### src/rtl/uart_pkg.sv
package uart_pkg;

  typedef enum logic [1:0] {
    RX_IDLE,
    RX_START,
    RX_DATA,
    RX_STOP
  } rx_state_e;

  // 2-of-3 majority over the centre slices of one bit
  function automatic logic vote3(input logic [2:0] v);
    return (v[0] & v[1]) | (v[0] & v[2]) | (v[1] & v[2]);
  endfunction

endpackage

### src/rtl/uart_tick_gen.sv
module uart_tick_gen #(
  parameter int DIV = 4
) (
  input  logic clk,
  input  logic rst,
  output logic tick_o
);
  localparam int CW = (DIV > 1) ? $clog2(DIV) : 1;
  localparam logic [CW-1:0] LAST = CW'(DIV - 1);

  logic [CW-1:0] cnt_q;

  always_ff @(posedge clk) begin
    if (rst) begin
      cnt_q  <= '0;
      tick_o <= 1'b0;
    end else if (cnt_q == LAST) begin
      cnt_q  <= '0;
      tick_o <= 1'b1;
    end else begin
      cnt_q  <= cnt_q + 1'b1;
      tick_o <= 1'b0;
    end
  end
endmodule

### src/rtl/uart_rx.sv
module uart_rx
  import uart_pkg::*;
#(
  parameter int OSR       = 16,
  parameter int DATA_BITS = 8
) (
  input  logic                 clk,
  input  logic                 rst,
  input  logic                 tick_i,
  input  logic                 rx_i,
  output logic                 valid_o,
  output logic [DATA_BITS-1:0] data_o,
  output logic                 ferr_o
);
  localparam int CW = $clog2(OSR);
  localparam int IW = $clog2(DATA_BITS);
  localparam logic [CW-1:0] S_FIRST = CW'(OSR / 2 - 1);
  localparam logic [CW-1:0] S_LAST  = CW'(OSR / 2 + 1);
  localparam logic [CW-1:0] DECIDE  = CW'(OSR / 2 + 2);
  localparam logic [CW-1:0] SLICE_END = CW'(OSR - 1);
  localparam logic [IW-1:0] IDX_END = IW'(DATA_BITS - 1);

  logic [1:0]           sync_q;
  logic                 rx_s;
  rx_state_e            state_q;
  logic [CW-1:0]        cnt_q;
  logic [2:0]           votes_q;
  logic [IW-1:0]        idx_q;
  logic [DATA_BITS-1:0] shreg_q;
  logic                 seen_high_q;
  logic                 bit_val;

  assign rx_s    = sync_q[1];
  assign bit_val = vote3(votes_q);

  // two-flop resynchroniser, resets to idle level
  always_ff @(posedge clk) begin
    if (rst) sync_q <= 2'b11;
    else     sync_q <= {sync_q[0], rx_i};
  end

  // centre-slice capture
  always_ff @(posedge clk) begin
    if (rst) begin
      votes_q <= 3'b111;
    end else if (tick_i && state_q != RX_IDLE && cnt_q >= S_FIRST && cnt_q <= S_LAST) begin
      votes_q <= {votes_q[1:0], rx_s};
    end
  end

  always_ff @(posedge clk) begin
    if (rst) begin
      state_q     <= RX_IDLE;
      cnt_q       <= '0;
      idx_q       <= '0;
      shreg_q     <= '0;
      seen_high_q <= 1'b0;
      valid_o     <= 1'b0;
      ferr_o      <= 1'b0;
      data_o      <= '0;
    end else begin
      valid_o <= 1'b0;
      ferr_o  <= 1'b0;
      if (state_q == RX_IDLE) begin
        if (!rx_s && seen_high_q) begin
          state_q     <= RX_START;
          cnt_q       <= '0;
          seen_high_q <= 1'b0;
        end else if (rx_s) begin
          seen_high_q <= 1'b1;
        end
      end else begin
        seen_high_q <= rx_s;
        if (tick_i) begin
          cnt_q <= (cnt_q == SLICE_END) ? '0 : cnt_q + 1'b1;
          unique case (state_q)
            RX_START: begin
              if (cnt_q == DECIDE && bit_val) begin
                state_q <= RX_IDLE;
              end else if (cnt_q == SLICE_END) begin
                state_q <= RX_DATA;
                idx_q   <= '0;
              end
            end
            RX_DATA: begin
              if (cnt_q == DECIDE) begin
                shreg_q <= {bit_val, shreg_q[DATA_BITS-1:1]};
              end else if (cnt_q == SLICE_END) begin
                if (idx_q == IDX_END) state_q <= RX_STOP;
                else                  idx_q   <= idx_q + 1'b1;
              end
            end
            RX_STOP: begin
              if (cnt_q == DECIDE) begin
                state_q <= RX_IDLE;
                if (bit_val) begin
                  valid_o <= 1'b1;
                  data_o  <= shreg_q;
                end else begin
                  ferr_o <= 1'b1;
                end
              end
            end
            default: state_q <= RX_IDLE;
          endcase
        end
      end
    end
  end

  a_r9_valid_pulse: assert property (@(posedge clk) disable iff (rst)
    valid_o |=> !valid_o);
  a_r5_valid_ferr_exclusive: assert property (@(posedge clk) disable iff (rst)
    !(valid_o && ferr_o));
  a_r5_ferr_pulse: assert property (@(posedge clk) disable iff (rst)
    ferr_o |=> !ferr_o);
endmodule

### src/rtl/uart_tx.sv
module uart_tx #(
  parameter int OSR       = 16,
  parameter int DATA_BITS = 8
) (
  input  logic                 clk,
  input  logic                 rst,
  input  logic                 tick_i,
  input  logic                 start_i,
  input  logic [DATA_BITS-1:0] data_i,
  output logic                 tx_o,
  output logic                 busy_o
);
  localparam int FRAME = DATA_BITS + 2;
  localparam int CW    = $clog2(OSR);
  localparam int BW    = $clog2(FRAME + 1);
  localparam logic [CW-1:0] SLICE_END = CW'(OSR - 1);

  logic [FRAME-1:0] shreg_q;
  logic [CW-1:0]    cnt_q;
  logic [BW-1:0]    left_q;

  always_ff @(posedge clk) begin
    if (rst) begin
      shreg_q <= '1;
      cnt_q   <= '0;
      left_q  <= '0;
      tx_o    <= 1'b1;
      busy_o  <= 1'b0;
    end else if (!busy_o) begin
      if (start_i) begin
        shreg_q <= {1'b1, data_i, 1'b0};
        cnt_q   <= '0;
        left_q  <= BW'(FRAME);
        tx_o    <= 1'b0;
        busy_o  <= 1'b1;
      end
    end else if (tick_i) begin
      if (cnt_q == SLICE_END) begin
        cnt_q <= '0;
        if (left_q == BW'(1)) begin
          busy_o <= 1'b0;
          tx_o   <= 1'b1;
        end else begin
          shreg_q <= {1'b1, shreg_q[FRAME-1:1]};
          tx_o    <= shreg_q[1];
          left_q  <= left_q - 1'b1;
        end
      end else begin
        cnt_q <= cnt_q + 1'b1;
      end
    end
  end

  a_r10_idle_line_high: assert property (@(posedge clk) disable iff (rst)
    !busy_o |-> tx_o);
  a_r7_busy_falls_on_tick: assert property (@(posedge clk) disable iff (rst)
    (busy_o && !tick_i) |=> busy_o);
endmodule

### src/rtl/uart_loopback.sv
module uart_loopback #(
  parameter int CLKS_PER_TICK = 4,
  parameter int OSR           = 16,
  parameter int DATA_BITS     = 8
) (
  input  logic                 clk,
  input  logic                 rst,
  input  logic                 rx_i,
  output logic                 tx_o,
  output logic                 rx_valid_o,
  output logic [DATA_BITS-1:0] rx_data_o,
  output logic                 frame_err_o,
  output logic                 overrun_o,
  output logic                 tx_busy_o
);
  logic tick;
  logic echo_start;

  uart_tick_gen #(.DIV(CLKS_PER_TICK)) tick_i (
    .clk    (clk),
    .rst    (rst),
    .tick_o (tick)
  );

  uart_rx #(.OSR(OSR), .DATA_BITS(DATA_BITS)) rx_u (
    .clk     (clk),
    .rst     (rst),
    .tick_i  (tick),
    .rx_i    (rx_i),
    .valid_o (rx_valid_o),
    .data_o  (rx_data_o),
    .ferr_o  (frame_err_o)
  );

  assign echo_start = rx_valid_o && !tx_busy_o;

  uart_tx #(.OSR(OSR), .DATA_BITS(DATA_BITS)) tx_u (
    .clk     (clk),
    .rst     (rst),
    .tick_i  (tick),
    .start_i (echo_start),
    .data_i  (rx_data_o),
    .tx_o    (tx_o),
    .busy_o  (tx_busy_o)
  );

  always_ff @(posedge clk) begin
    if (rst) overrun_o <= 1'b0;
    else     overrun_o <= rx_valid_o && tx_busy_o;
  end

  a_r6_echo_sets_busy: assert property (@(posedge clk) disable iff (rst)
    (rx_valid_o && !tx_busy_o) |=> tx_busy_o);
  a_r8_overrun_pulse: assert property (@(posedge clk) disable iff (rst)
    overrun_o |=> !overrun_o);
  a_r8_overrun_keeps_frame: assert property (@(posedge clk) disable iff (rst)
    (rx_valid_o && tx_busy_o && !tick) |=> tx_busy_o);
endmodule

### config.mk
export PLATFORM = sky130hd
export DESIGN_NAME = uart_loopback
export DESIGN_NICKNAME = d
export VERILOG_FILES = /design/src/rtl/uart_pkg.sv /design/src/rtl/uart_tick_gen.sv /design/src/rtl/uart_rx.sv /design/src/rtl/uart_tx.sv /design/src/rtl/uart_loopback.sv
export SDC_FILE = /design/constraint.sdc
export NUM_CORES = 1
export LEC_CHECK = 0
export BUFFER_PORTS_ARGS = -buffer_cell sky130_fd_sc_hd__buf_2
export CAP_MARGIN = 10
export CORE_AREA = 3 3 73 75
export CTS_CLUSTER_DIAMETER = 50
export DETAILED_ROUTE_END_ITERATION = 8
export DIE_AREA = 0 0 76 78
export PLACE_DENSITY_LB_ADDON = 0.2
export SYNTH_ARGS = -nofsm -noshare
export SYNTH_HDL_FRONTEND = slang
export SYNTH_HIERARCHICAL = 1
export SYNTH_SLANG_ARGS = --single-unit
### constraint.sdc
create_clock -name clk -period 4.7 [get_ports clk]
set_clock_uncertainty 0.1 [all_clocks]
set_input_delay 0.47 -clock clk [delete_from_list [all_inputs] [get_ports clk]]
set_output_delay 0.47 -clock clk [all_outputs]
set_load 0.01 [all_outputs]
==> impl_metrics.toml <==
[synth]
async_flop_share_pct = 0
synth_largest_type_area_fraction_pct = 42.59
ys.warnings.count = 6
synth-edff-count = 0
synth.most_common_cell = "dfxtp_1"
synth.cell_area_um2 = 2585
netlist_instances = 279
yosys_reg_bits = 55
syn-mean-instance-area_um2 = 9.265
yosysTopAreaCell = "dfxtp_1"
synth.yosys.seq_area_share_pct = 42.59
yosys-top-cells-area = "dfxtp_1, ha_1, mux2i_1"
net_count_after_synthesis = 296
postSynth.topFlopCell = "dfxtp_1"
number_of_distinct_library_cell_variants_in_the_gate_level_netlist_after_synthesis = 55
netlist_top_cells_count = "dfxtp_1, nor2_1, nand3_1, nand2_1, mux2i_1"

[final_layout]
area_growth_synth_to_finish_pct = 9.487
share_of_final_layout_standard_cells_stronger_than_drive_strength_1_pct = 13.79
diodes_inserted = 0
layout_net_count = 306
instances_no_fill = 357

[detailed_routing]
via_per_inst = 5.485
first_pass_iters = 5
drc = 0
dr_total_vias = 1958
wirelength_um = 4745
drt-initial-drc-count = 128
routedWlPerCell_um = 13.29
count_of_nets_left_with_antenna_violations_after_detail_routing = 0

[worst_setup_path]
cp_data_arrival_time_ns = 2.34
ff2ff_setup_slack_ns = 2.45
critical_path.max_fanout = 10
reg2regPathDepth = 7
setup.worst_path.end_class = "flip-flop"
setup.worst_path.start_class = "flip-flop"
timing_worst_setup_path_type = "reg2reg"
timing.critical_path.required_ns = 4.79
worst_r2r_startpoint = "rx_u/state_q[0]$_SDFFE_PP0P_"
r2r_end = "rx_u/data_o[7]$_SDFFE_PP0P_"

[sta]
finalCritPeriodShare_pct = 47.83
setup_total_negative_slack_ns = 0
report.final.setup_viol = 0
final-hold-violation-count = 0
finalMaxSlewViolations = 0
relative_slew_margins_pct = 46.17
rsz0062_at_grt = "no"
timing_worst_slew_pin_value_ns = 0.8063
maxClockFrequency_ghz = 0.4448
timing.final.crit_period_ns = 2.248

[global_route]
first_global_vias = 1863
grt_max_degree = 43
grt_pass1_wl_um = 8376
grt_antenna_before_repair = 0
grt_util_all_layers_pct = 17.16
gr-total-overflow = 0

[die]
core.rowCount = 25
die_x_um = 76
die-area_um2 = 5928
core_region_area_um2 = 4723
boundaryPins = 16
initial_utilization_pct = 54.73
die-height_um = 78

[cts]
clk_pin_slew_worst_paths_ns = 0.10
clk_root_buffer_cell = "clkbuf_8"
cts.path.max_buffers = 2
ctsHoldBuffers = 0
ctsResizeCount = 0
tritoncts = "yes"
htree_levels = 2
post_cts_setup_buffer_count = 0
latest_clock_arrival_within_the_worst_skew_pair_ns = 0.31
numClockSinks = 55
cts_buf_count = 5

[placement]
place.gp.congestion = 0.8356
dp_hpwl_um = 3293
numPortBuffers = 15
place_inst = 349

[hold_path]
whs_path_depth = 2
hold_end = "rx_u/sync_q[0]$_SDFF_PP1_"
hold_path_startpoint = "rx_i"
kind_of_path_behind_the_tightest_hold_check = "in2reg"

[pwr]
ir_worst_vdd_v = 0.0002688
power_per_cell_area_nw_per_um2 = 304.4
leakagePower_nw = 1.224

[run]
max_cap_violations = 0

[outcome]
outcome = "complete, no violations"
[placed cells by master (no fill, tap or decap), drive strengths merged, types with 3 or more instances in the layout]
cell type / instances
dfxtp: 55
nor2: 27
nand3: 21
nand2: 20
mux2i: 17
a21oi: 17
buf: 16
ha: 14
nor2b: 12
inv: 11
a211oi: 9
nand2b: 7
nand3b: 7
nor3: 6
clkbuf: 5
a311oi: 4
o21ai: 4
and3b: 3
[critical path: stages (launching register included)]
cell      delay [ns]
dfxtp_1         0.39
inv_1           0.08
ha_1            0.25
nand2b_1        0.29
nor2_4          0.25
nand3_1         0.43
mux2i_1         0.29
nor2_1          0.06
[worst max path at each step]
stage / to / cells past startpoint / slack [ns] / from
2_1_floorplan: rx_u/state_q[1]$_SDFFE_PP0P_ / 7 / 2.90 / rx_u/state_q[0]$_SDFFE_PP0P_
3_3_place_gp: rx_u/data_o[7]$_SDFFE_PP0P_ / 7 / 2.52 / rx_u/state_q[0]$_SDFFE_PP0P_
3_5_place_dp: rx_u/data_o[7]$_SDFFE_PP0P_ / 7 / 2.44 / rx_u/state_q[0]$_SDFFE_PP0P_
4_1_cts: rx_u/data_o[7]$_SDFFE_PP0P_ / 7 / 2.42 / rx_u/state_q[0]$_SDFFE_PP0P_
5_1_grt: rx_u/data_o[7]$_SDFFE_PP0P_ / 7 / 2.25 / rx_u/state_q[0]$_SDFFE_PP0P_
6_report: rx_u/data_o[7]$_SDFFE_PP0P_ / 7 / 2.45 / rx_u/state_q[0]$_SDFFE_PP0P_
[area by class of cell]
| cell class | count | area (um2) |
|---|---|---|
| fill | 418 | 1893 |
| multi-input combinational | 200 | 1385 |
| sequential | 55 | 1101 |
| tap | 67 | 83.83 |
| timing repair buffer | 16 | 82.58 |
| clock buffer | 5 | 68.82 |
| clock inverter | 3 | 67.56 |
| inverter | 11 | 41.29 |
[flip-flops by register name (all words and copies together) (netlist names)]
| signal | count |
|---|---|
| overrun_o | 1 |
| rx_u/cnt_q | 4 |
| rx_u/data_o | 8 |
| rx_u/ferr_o | 1 |
| rx_u/idx_q | 3 |
| rx_u/seen_high_q | 1 |
| rx_u/shreg_q | 8 |
| rx_u/state_q | 2 |
| rx_u/sync_q | 2 |
| rx_u/valid_o | 1 |
| rx_u/votes_q | 3 |
| tick_i/cnt_q | 2 |
| tick_i/tick_o | 1 |
| tx_u/busy_o | 1 |
| tx_u/cnt_q | 4 |
| tx_u/left_q | 4 |
| tx_u/shreg_q | 8 |
| tx_u/tx_o | 1 |
[logic make-up (layout without fill, tap and decap cells)]
group,after synthesis,count (layout),share of synthesized area (%)
flops,55,55,42.59
compound gates,49,49,14.13
fa+ha+maj,15,15,7.212
mux,17,17,6.583
xor+xnor,1,1,0.3389
simple gates,118,118,25.31
buf+inv,24,35,3.824
[where the power goes]
group          leakage, nW  total [W]  switching, W  internal, W
logic                0.715  0.0000227     0.0000133   0.00000941
clock network       0.0644   0.000366      0.000154     0.000212
registers            0.445   0.000472    0.00000237     0.000470
[per-stage QoR]
stage	util, %	worst slack [ns]	total power, W	cell area, um2	hold slack [ns]
floorplan	-	2.902	0.0005003	2585	0.2895
global placement	57.03	2.518	0.0005057	2694	0.2944
detailed placement	57.03	2.440	0.0005065	2694	0.2941
CTS	59.92	2.423	0.0008716	2830	0.2318
global route	59.92	2.250	0.0008911	2830	0.2313
finish	59.92	2.452	0.0008614	2830	0.2361
[layer usage]
layer,routed length [um],global-route usage [%]
met5,0,0
met4,64,6.341
met3,134,4.060
met2,2206,29.08
met1,2339,21.27
Note: power is estimated with default switching activity, not from simulation.
